<file path="src/rtl/tx100_sym_pkg.sv">
package tx100_sym_pkg;

  localparam int GRP_W = 5;
  localparam int NIB_W = 4;

  typedef logic [GRP_W-1:0] cgrp_t;

  localparam cgrp_t CG_IDLE = 5'b11111;
  localparam cgrp_t CG_J    = 5'b11000;
  localparam cgrp_t CG_K    = 5'b10001;
  localparam cgrp_t CG_T    = 5'b01101;
  localparam cgrp_t CG_R    = 5'b00111;
  localparam cgrp_t CG_HALT = 5'b00100;

  typedef enum logic [2:0] {
    SQ_IDLE,
    SQ_K,
    SQ_DATA,
    SQ_T,
    SQ_R
  } seq_t;

  function automatic cgrp_t enc_4b5b(input logic [NIB_W-1:0] n);
    cgrp_t g;
    case (n)
      4'h0: g = 5'b11110;
      4'h1: g = 5'b01001;
      4'h2: g = 5'b10100;
      4'h3: g = 5'b10101;
      4'h4: g = 5'b01010;
      4'h5: g = 5'b01011;
      4'h6: g = 5'b01110;
      4'h7: g = 5'b01111;
      4'h8: g = 5'b10010;
      4'h9: g = 5'b10011;
      4'hA: g = 5'b10110;
      4'hB: g = 5'b10111;
      4'hC: g = 5'b11010;
      4'hD: g = 5'b11011;
      4'hE: g = 5'b11100;
      default: g = 5'b11101;
    endcase
    return g;
  endfunction

endpackage

</file>
<file path="src/rtl/tx100_grp_sel.sv">
module tx100_grp_sel
  import tx100_sym_pkg::*;
(
  input  logic             clk,
  input  logic             rst_n,
  input  logic             in_valid,
  input  logic [NIB_W-1:0] in_nibble,
  input  logic             in_last,
  output logic             in_ready,
  input  logic             grp_load,
  output cgrp_t            grp_next
);

  logic             hold_v;
  logic [NIB_W-1:0] hold_nib;
  logic             hold_last;
  seq_t             seq_q, seq_d;
  logic             end_q, end_d;
  logic             take;

  assign in_ready = ~hold_v;

  always_comb begin
    seq_d    = seq_q;
    end_d    = end_q;
    take     = 1'b0;
    grp_next = CG_IDLE;
    case (seq_q)
      SQ_IDLE: begin
        if (hold_v) begin
          grp_next = CG_J;
          take     = 1'b1;
          end_d    = hold_last;
          seq_d    = SQ_K;
        end
      end
      SQ_K: begin
        grp_next = CG_K;
        take     = ~end_q & hold_v;
        end_d    = end_q | (take & hold_last);
        seq_d    = end_d ? SQ_T : SQ_DATA;
      end
      SQ_DATA: begin
        if (hold_v) begin
          grp_next = enc_4b5b(hold_nib);
          take     = 1'b1;
          seq_d    = hold_last ? SQ_T : SQ_DATA;
        end else begin
          grp_next = CG_HALT;
        end
      end
      SQ_T: begin
        grp_next = CG_T;
        seq_d    = SQ_R;
      end
      SQ_R: begin
        grp_next = CG_R;
        end_d    = 1'b0;
        seq_d    = SQ_IDLE;
      end
      default: seq_d = SQ_IDLE;
    endcase
  end

  always_ff @(posedge clk or negedge rst_n) begin
    if (!rst_n) begin
      seq_q <= SQ_IDLE;
      end_q <= 1'b0;
    end else if (grp_load) begin
      seq_q <= seq_d;
      end_q <= end_d;
    end
  end

  always_ff @(posedge clk or negedge rst_n) begin
    if (!rst_n) begin
      hold_v    <= 1'b0;
      hold_nib  <= '0;
      hold_last <= 1'b0;
    end else if (in_valid && in_ready) begin
      hold_v    <= 1'b1;
      hold_nib  <= in_nibble;
      hold_last <= in_last;
    end else if (grp_load && take) begin
      hold_v    <= 1'b0;
    end
  end

endmodule

</file>
<file path="src/rtl/tx100_serializer.sv">
module tx100_serializer
  import tx100_sym_pkg::*;
(
  input  logic  clk,
  input  logic  rst_n,
  input  cgrp_t grp_next,
  output logic  grp_load,
  output logic  code_bit
);

  localparam int CW = $clog2(GRP_W);
  localparam logic [CW-1:0] LAST_POS = CW'(GRP_W - 1);

  logic [CW-1:0] pos_q;
  cgrp_t         sh_q;

  assign grp_load = (pos_q == LAST_POS);
  assign code_bit = sh_q[GRP_W-1];

  always_ff @(posedge clk or negedge rst_n) begin
    if (!rst_n) begin
      pos_q <= '0;
      sh_q  <= CG_IDLE;
    end else if (grp_load) begin
      pos_q <= '0;
      sh_q  <= grp_next;
    end else begin
      pos_q <= pos_q + 1'b1;
      sh_q  <= {sh_q[GRP_W-2:0], 1'b0};
    end
  end

endmodule

</file>
<file path="src/rtl/tx100_scrambler.sv">
module tx100_scrambler #(
  parameter int         LFSR_W = 11,
  parameter int         TAP    = 9,
  parameter logic [10:0] SEED  = 11'h5A3
) (
  input  logic clk,
  input  logic rst_n,
  output logic key
);

  logic [LFSR_W-1:0] s_q;

  assign key = s_q[LFSR_W-1] ^ s_q[TAP-1];

  always_ff @(posedge clk or negedge rst_n) begin
    if (!rst_n) s_q <= LFSR_W'(SEED);
    else        s_q <= {s_q[LFSR_W-2:0], key};
  end

endmodule

</file>
<file path="src/rtl/tx100_mlt3.sv">
module tx100_mlt3 (
  input  logic       clk,
  input  logic       rst_n,
  input  logic       bit_in,
  output logic [1:0] line_sym
);

  logic [1:0] phase_q;

  always_ff @(posedge clk or negedge rst_n) begin
    if (!rst_n)      phase_q <= 2'd0;
    else if (bit_in) phase_q <= phase_q + 2'd1;
  end

  always_comb begin
    case (phase_q)
      2'd1:    line_sym = 2'b01;
      2'd3:    line_sym = 2'b11;
      default: line_sym = 2'b00;
    endcase
  end

endmodule

</file>
<file path="src/rtl/tx100_sym_coder.sv">
module tx100_sym_coder
  import tx100_sym_pkg::*;
#(
  parameter int          SCR_W    = 11,
  parameter int          SCR_TAP  = 9,
  parameter logic [10:0] SCR_SEED = 11'h5A3
) (
  input  logic       clk,
  input  logic       rst_n,
  input  logic       in_valid,
  output logic       in_ready,
  input  logic [3:0] in_nibble,
  input  logic       in_last,
  output logic [1:0] line_sym
);

  cgrp_t grp_next;
  logic  grp_load;
  logic  code_bit;
  logic  key;
  logic  scr_bit;

  tx100_grp_sel u_sel (
    .clk      (clk),
    .rst_n    (rst_n),
    .in_valid (in_valid),
    .in_nibble(in_nibble),
    .in_last  (in_last),
    .in_ready (in_ready),
    .grp_load (grp_load),
    .grp_next (grp_next)
  );

  tx100_serializer u_ser (
    .clk     (clk),
    .rst_n   (rst_n),
    .grp_next(grp_next),
    .grp_load(grp_load),
    .code_bit(code_bit)
  );

  tx100_scrambler #(
    .LFSR_W(SCR_W),
    .TAP   (SCR_TAP),
    .SEED  (SCR_SEED)
  ) u_scr (
    .clk  (clk),
    .rst_n(rst_n),
    .key  (key)
  );

  assign scr_bit = code_bit ^ key;

  tx100_mlt3 u_mlt (
    .clk     (clk),
    .rst_n   (rst_n),
    .bit_in  (scr_bit),
    .line_sym(line_sym)
  );

endmodule

</file>
<file path="config.mk">
export PLATFORM = sky130hd
export DESIGN_NAME = tx100_sym_coder
export DESIGN_NICKNAME = d
export VERILOG_FILES = /design/src/rtl/tx100_sym_pkg.sv /design/src/rtl/tx100_grp_sel.sv /design/src/rtl/tx100_serializer.sv /design/src/rtl/tx100_scrambler.sv /design/src/rtl/tx100_mlt3.sv /design/src/rtl/tx100_sym_coder.sv
export SDC_FILE = /design/constraint.sdc
export NUM_CORES = 1
export LEC_CHECK = 0
export ABC_AREA = 0
export CAP_MARGIN = 30
export CORE_UTILIZATION = 32
export CTS_CLUSTER_DIAMETER = 30
export CTS_CLUSTER_SIZE = 40
export DETAILED_ROUTE_END_ITERATION = 12
export PLACE_DENSITY_LB_ADDON = 0.3
export SLEW_MARGIN = 15
export SYNTH_ARGS = -nofsm -noshare
export SYNTH_HDL_FRONTEND = slang
export SYNTH_SLANG_ARGS = --single-unit
</file>
<file path="constraint.sdc">
create_clock -name clk -period 1.1 [get_ports clk]
set_input_delay 0.22 -clock clk [delete_from_list [all_inputs] [get_ports clk]]
set_output_delay 0.22 -clock clk [all_outputs]
set_load 0.01 [all_outputs]
</file>
**Word-level counts from Yosys, hierarchy flattened**

Memory sizes are Yosys's and may differ from the RTL's.
Index checks and enable logic that the tools add are counted.

- Bits of input ports: 8
- Register bits after elaboration: 31
- Memories: 1
- Bits in read-only memories: 80

- Mux-type cells: 17
- Equal/unequal tests: 9
- Add/subtract/negate cells: 2
- Bitwise operators: 7
- Reduce and logical (&&, ||, !) cells: 8

Memories:

| memory | depth | bits a word | read ports | clocked after Yosys merged registers in | wr ports | line | RTL |
|---|---|---|---|---|---|---|---|
| (no name shown) | 16 | 5 | 1 | 0 | 0 | tx100_sym_pkg.sv:25 | `case (n)` |

Operators by type and width:

| kind | number |
|---|---|
| case mux 5 bit (5 select lines) | 1 |
| 2-to-1 mux 3 bit | 4 |
| case mux 3 bit (4 select lines) | 1 |
| 2-to-1 mux 5 bit | 2 |
| == test 3 x 2 -> 1 bit, second input constant | 2 |
| == test 3 bit, second input constant | 2 |
| 2-to-1 mux 1 bit | 6 |
| AND reduction 3 bit | 2 |
| inequality test 2 x 1 -> 1 bit, second input constant | 2 |
| case mux 2 bit (2 select lines) | 1 |
| adder 3 x 1 -> 3 bit, second input constant | 1 |
| == test 3 x 1 -> 1 bit, second input constant | 1 |
| logical NOT 3 bit | 1 |
| case mux 1 bit (3 select lines) | 1 |
| nonzero test 3 bit | 1 |
| adder 2 x 1 -> 2 bit, second input constant | 1 |
| AND 1 bit | 2 |
| == test 2 x 1 -> 1 bit, second input constant | 1 |
| == test 2 bit, second input constant | 1 |
| logical AND 1 bit | 2 |
| NOT 1 bit | 2 |
| case mux 1 bit (2 select lines) | 1 |
| nonzero test 2 bit | 1 |
| OR reduction 2 bit | 1 |
| other kinds (2) | 3 |

**Logic depth before layout (Yosys ltp)**

- Depth in word-level cells: 6
- Gate-level depth with buffers: 6
- Mapped depth without buffers: 6

**Hierarchy**

Synthesis repeated with hierarchy kept, for this count alone.

- Cell total of the unflattened synthesis: 107
- Area, all modules: 1316.3 µm²

By module, submodules not included:

| module | area each (µm²) | instances | sequential area each (µm²) | cells an instance |
|---|---|---|---|---|
| tx100_grp_sel | 590.6 | 1 | 250.2 | 63 |
| tx100_serializer | 322.8 | 1 | 206.4 | 22 |
| tx100_scrambler | 291.5 | 1 | 282.8 | 12 |
| tx100_mlt3 | 102.6 | 1 | 50.0 | 9 |
| tx100_sym_coder | 8.8 | 1 | 0.0 | 1 |

**Least setup slack after synthesis**

No wires, ideal clock.

- Path type: register to register
- Start: reg u_ser.pos_q[0]
- End: reg u_sel.seq_q[0]
- Arrival: 1.090 ns
- Path slack: -0.116 ns
- Cell stages (with the launch flop): 6
- Path through: dfrtp_1 -> inv_1 -> ha_1 -> nand2_1 -> a221oi_1 -> nor2_1

- Word-level cells in the longest chain between the ends: 2

RTL lines:

| what | line | RTL |
|---|---|---|
| start, declared | tx100_serializer.sv:14 | `logic [CW-1:0] pos_q;` |
| start signal, assigned | tx100_serializer.sv:28 | `pos_q <= pos_q + 1'b1;` |
| == test 3 bit | tx100_serializer.sv:17 | `assign grp_load = (pos_q == LAST_POS);` |
| AND reduction 3 bit (no source line) | -- |  |
| end signal, assigned | tx100_grp_sel.sv:70 | `seq_q <= seq_d;` |
| end, declared | tx100_grp_sel.sv:17 | `seq_t seq_q, seq_d;` |

No other way between the ends.
A chain may end at the register's enable or synchronous reset.

**Final worst setup path**

- Start: reg u_mlt.phase_q[0]
- End: out line_sym[0]

- Word-level cells in the longest chain between the ends: 2
- Elaborated cells between the ends (all ways): 3
- Classes of those cells: eq/ne: 2; mux: 1

RTL lines:

| what | line | RTL |
|---|---|---|
| start, declared | tx100_mlt3.sv:8 | `logic [1:0] phase_q;` |
| start signal, assigned | tx100_mlt3.sv:12 | `else if (bit_in) phase_q <= phase_q + 2'd1;` |
| == test 2 bit / == test 2 x 1 -> 1 bit (equally long branches) | tx100_mlt3.sv:16 | `case (phase_q)` |
| case mux 2 bit (2 select lines) * | tx100_mlt3.sv:16 |  |
| end, declared | tx100_sym_coder.sv:14 | `output logic [1:0] line_sym` |

Every way passes the cells marked *; elsewhere a longest branch is shown, timed or not.

==> impl_metrics.toml <==
[final_layout]
area_growth_syn_to_layout_pct = 45.0
regArea_sq_um = 793
drive_above_1_share_pct = 55.6
final_util_pct = 48.3
nets = 164
final_cells = 203
antennaDiodeCount = 0
nFillCells = 358
multi_input_area_sq_um = 643

[global_routing]
grt_max_degree = 32
grt_pass1_vias = 928
gr-total-overflow = 0
antenna_found_initial = 0
grt.total_usage_pct = 13.2
grt_pass1_wl_mm = 4.14

[timing]
relSlewSlack_pct = 82.4
finalSetupViolations = 10
setup_tns_ns = -0.806
report.final.hold_viol_count = 0
setup_ws_ns = -0.348
drv_slew = 0
period_share_pct = 132
min_period_ns = 1.45
worstMarginPinSlew_ns = 0.262
max_freq_mhz = 691
rsz0062_at_grt = "yes"
finClkSkew_ns = 0.00670
holdWs_ns = 0.307

[placement]
place_hpwl_mm = 1.58
gp_congestion = 0.744
port-buffer-count = 10
dp_slack_ns = -0.422
dp.cells = 186

[power]
leakagePower_nw = 0.857
p_switching_mw = 1.33
internal-power_mw = 2.77
clkPwrFrac_pct = 22.1
pwr-share-seq_pct = 39.3
pwr-share-comb_pct = 38.7
sw_frac_of_total_pct = 32.5
vdd_ir_drop_max_uv = 1010
powerDensity_nw_per_um2 = 2130

[clock_tree]
clk_pin_slew_ns = 0.06
clock_sinks = 31
hold_buffers = 0
clock_latency_ns = 0.28
cts_root_buffer = "clkbuf_8"
h-tree-depth = 2
cts_tree = "done"
cts_made_buffers = 5
cts.path.max_buffers = 2

[floorplan]
dieArea_sq_um = 4430
start_util_pct = 33.3
die_y_um = 66.5
fp.dieW_um = 66.5
core-area_sq_um = 4000
fp-row-count = 23
boundaryPins = 11

[routing]
drtPass1Iterations = 4
post-route-drc-count = 0
viasPerCell = 4.70
drt.antenna.violating_nets = 0
routed_wl_mm = 2.51
wl_per_cell_um = 12.3
vias = 955
drt_iter0_drc = 25

[worst_setup_path]
critPathKind = "flop to output port"
crit_start = "u_mlt.phase_q[0]"
worstReg2RegStart = "u_ser.pos_q[1]"
critPathMaxFanout = 3
crit_path_end_kind = "output port"
worstSetupStartpointType = "flop"
arrival_ns = 1.23
cp_data_required_time_ns = 0.88

[synthesis]
syn-num-nets = 129
synth_cell_types = 31
ys_seq_elements = 31
yosys.area.top_type = "dfrtp_1"
yosysSeqAreaShare_pct = 59.2
synth_warnings = 0
synth_top_cell_area_share_pct = 37.6
synth_cells = 117
synth.avg_cell_area_sq_um = 11.4
synth_area_leaders = "dfrtp_1, dfstp_2, nor2_1, o21ai_0, ha_1"
syn-cell-area_sq_um = 1330

[run_status]
status = "finished, violations left"
violations = "negative setup slack"

[worst_hold_path]
hold_class = "input pin to asynchronous set/reset pin"

[flow_run]
drv_cap = 0
routing by layer:
metal,up-vias,wire length (um),track usage [%]
met3,9,136,5.14
li1,465,-,-
met1,447,1070,16.0
met4,0,72,6.38
met2,34,1230,20.3
met5,-,0,0
state kept, by name, summed over array words and instances, names as in the netlist:
signal and flops:
u_ser.sh_q 5, u_mlt.phase_q 2, u_scr.s_q 11, u_sel.hold_v 1, u_sel.end_q 1, u_sel.hold_nib 4
u_sel.seq_q 3, u_sel.hold_last 1, u_ser.pos_q 3
placed cells by master, fill, tap and decap left out, types with 3 or more instances in the layout:
| cell | count |
|---|---|
| a21oi_1 | 4 |
| buf_4 | 17 |
| buf_6 | 9 |
| clkbuf_8 | 6 |
| clkdlybuf4s50_1 | 7 |
| dfrtp_1 | 17 |
| dfrtp_2 | 3 |
| dfstp_2 | 11 |
| inv_2 | 4 |
| mux2_4 | 4 |
| nand2_1 | 7 |
| nand3_1 | 3 |
| nor2_1 | 9 |
| nor2_2 | 3 |
| nor2_4 | 3 |
| o21ai_0 | 5 |
| o21ai_1 | 6 |
critical path, stage by stage, from the launching register on:
cell and delay, ns:
dfrtp_1 0.40, ha_2 0.20, or2_4 0.24, buf_6 0.12
area by class of cell:
type,count,share of cell area [%]
multi-input cells,74,33.3
clock inverters,1,0.259
inverters,6,1.17
repair buffers,34,16.5
flip-flops and latches,31,41.1
well taps,50,3.24
clock buffers,7,4.47
cell families after synthesis:
family                   count (synthesis)  share of synthesized area [%]
AND/OR/NAND/NOR                         34                           12.0
adder cells (fa/ha/maj)                  4                           3.76
buffers and inverters                   12                           4.88
multiplexers                             4                           3.38
AO/OA/AOI/OAI                           28                           14.1
flip-flops                              31                           59.2
XOR/XNOR                                 4                           2.63
metrics by stage:
step | instance area (sq um) | total power [mW]
after global placement | 1620 | 2.85
after detailed placement | 1620 | 2.90
final | 1930 | 4.11
after global routing | 1930 | 4.41
after floorplan | 1380 | 2.48
after CTS | 1830 | 3.95
cells in the mapped netlist:
library cell	number
o2111ai_2	1
ha_1	4
nand3_1	3
nand2_1	8
o21ai_2	1
o41ai_2	1
dfstp_2	11
clkbuf_2	1
buf_6	2
a21oi_1	6
buf_2	3
xnor2_1	2
nor3_1	1
nor2b_1	2
a221oi_1	1
a31oi_1	2
a21o_2	1
and2_1	2
and4bb_4	1
o21ai_1	1
nand4_1	1
dfrtp_1	20
xor2_1	2
o21a_1	1
nor2_1	15
or2_2	1
mux2_2	4
a211oi_2	1
inv_1	6
a211oi_1	1
o21ai_0	11
worst paths after layout:
kind | end | depth (start not counted) | slack (ns)
max reg2reg | u_ser.sh_q[3] | 5 | -0.07
max | line_sym[0] | 3 | -0.35
min reg2reg | u_scr.s_q[10] | 0 | 0.35
min | u_ser.pos_q[0] | 2 | 0.31
min in group clk | u_scr.s_q[10] | 0 | 0.35
max in group asynchronous | u_ser.sh_q[3] | 2 | 0.55
repair_timing:
action | CTS | global route
pin swaps | 8 | 12
buffers inserted | 6 | 4
setup endpoints to repair | 18 | 18
gates resized for setup | 30 | 29
power by group through the flow:
stage          Sequential (mW)  Combinational, mW  Clock, mW
2_1_floorplan             1.53              0.952          0
3_3_place_gp              1.57               1.28          0
3_5_place_dp              1.59               1.31          0
4_1_cts                   1.59               1.41      0.941
5_1_grt                   1.66               1.76      0.986
6_report                  1.61               1.59      0.907
Note: power is estimated with default switching activity, not from simulation.
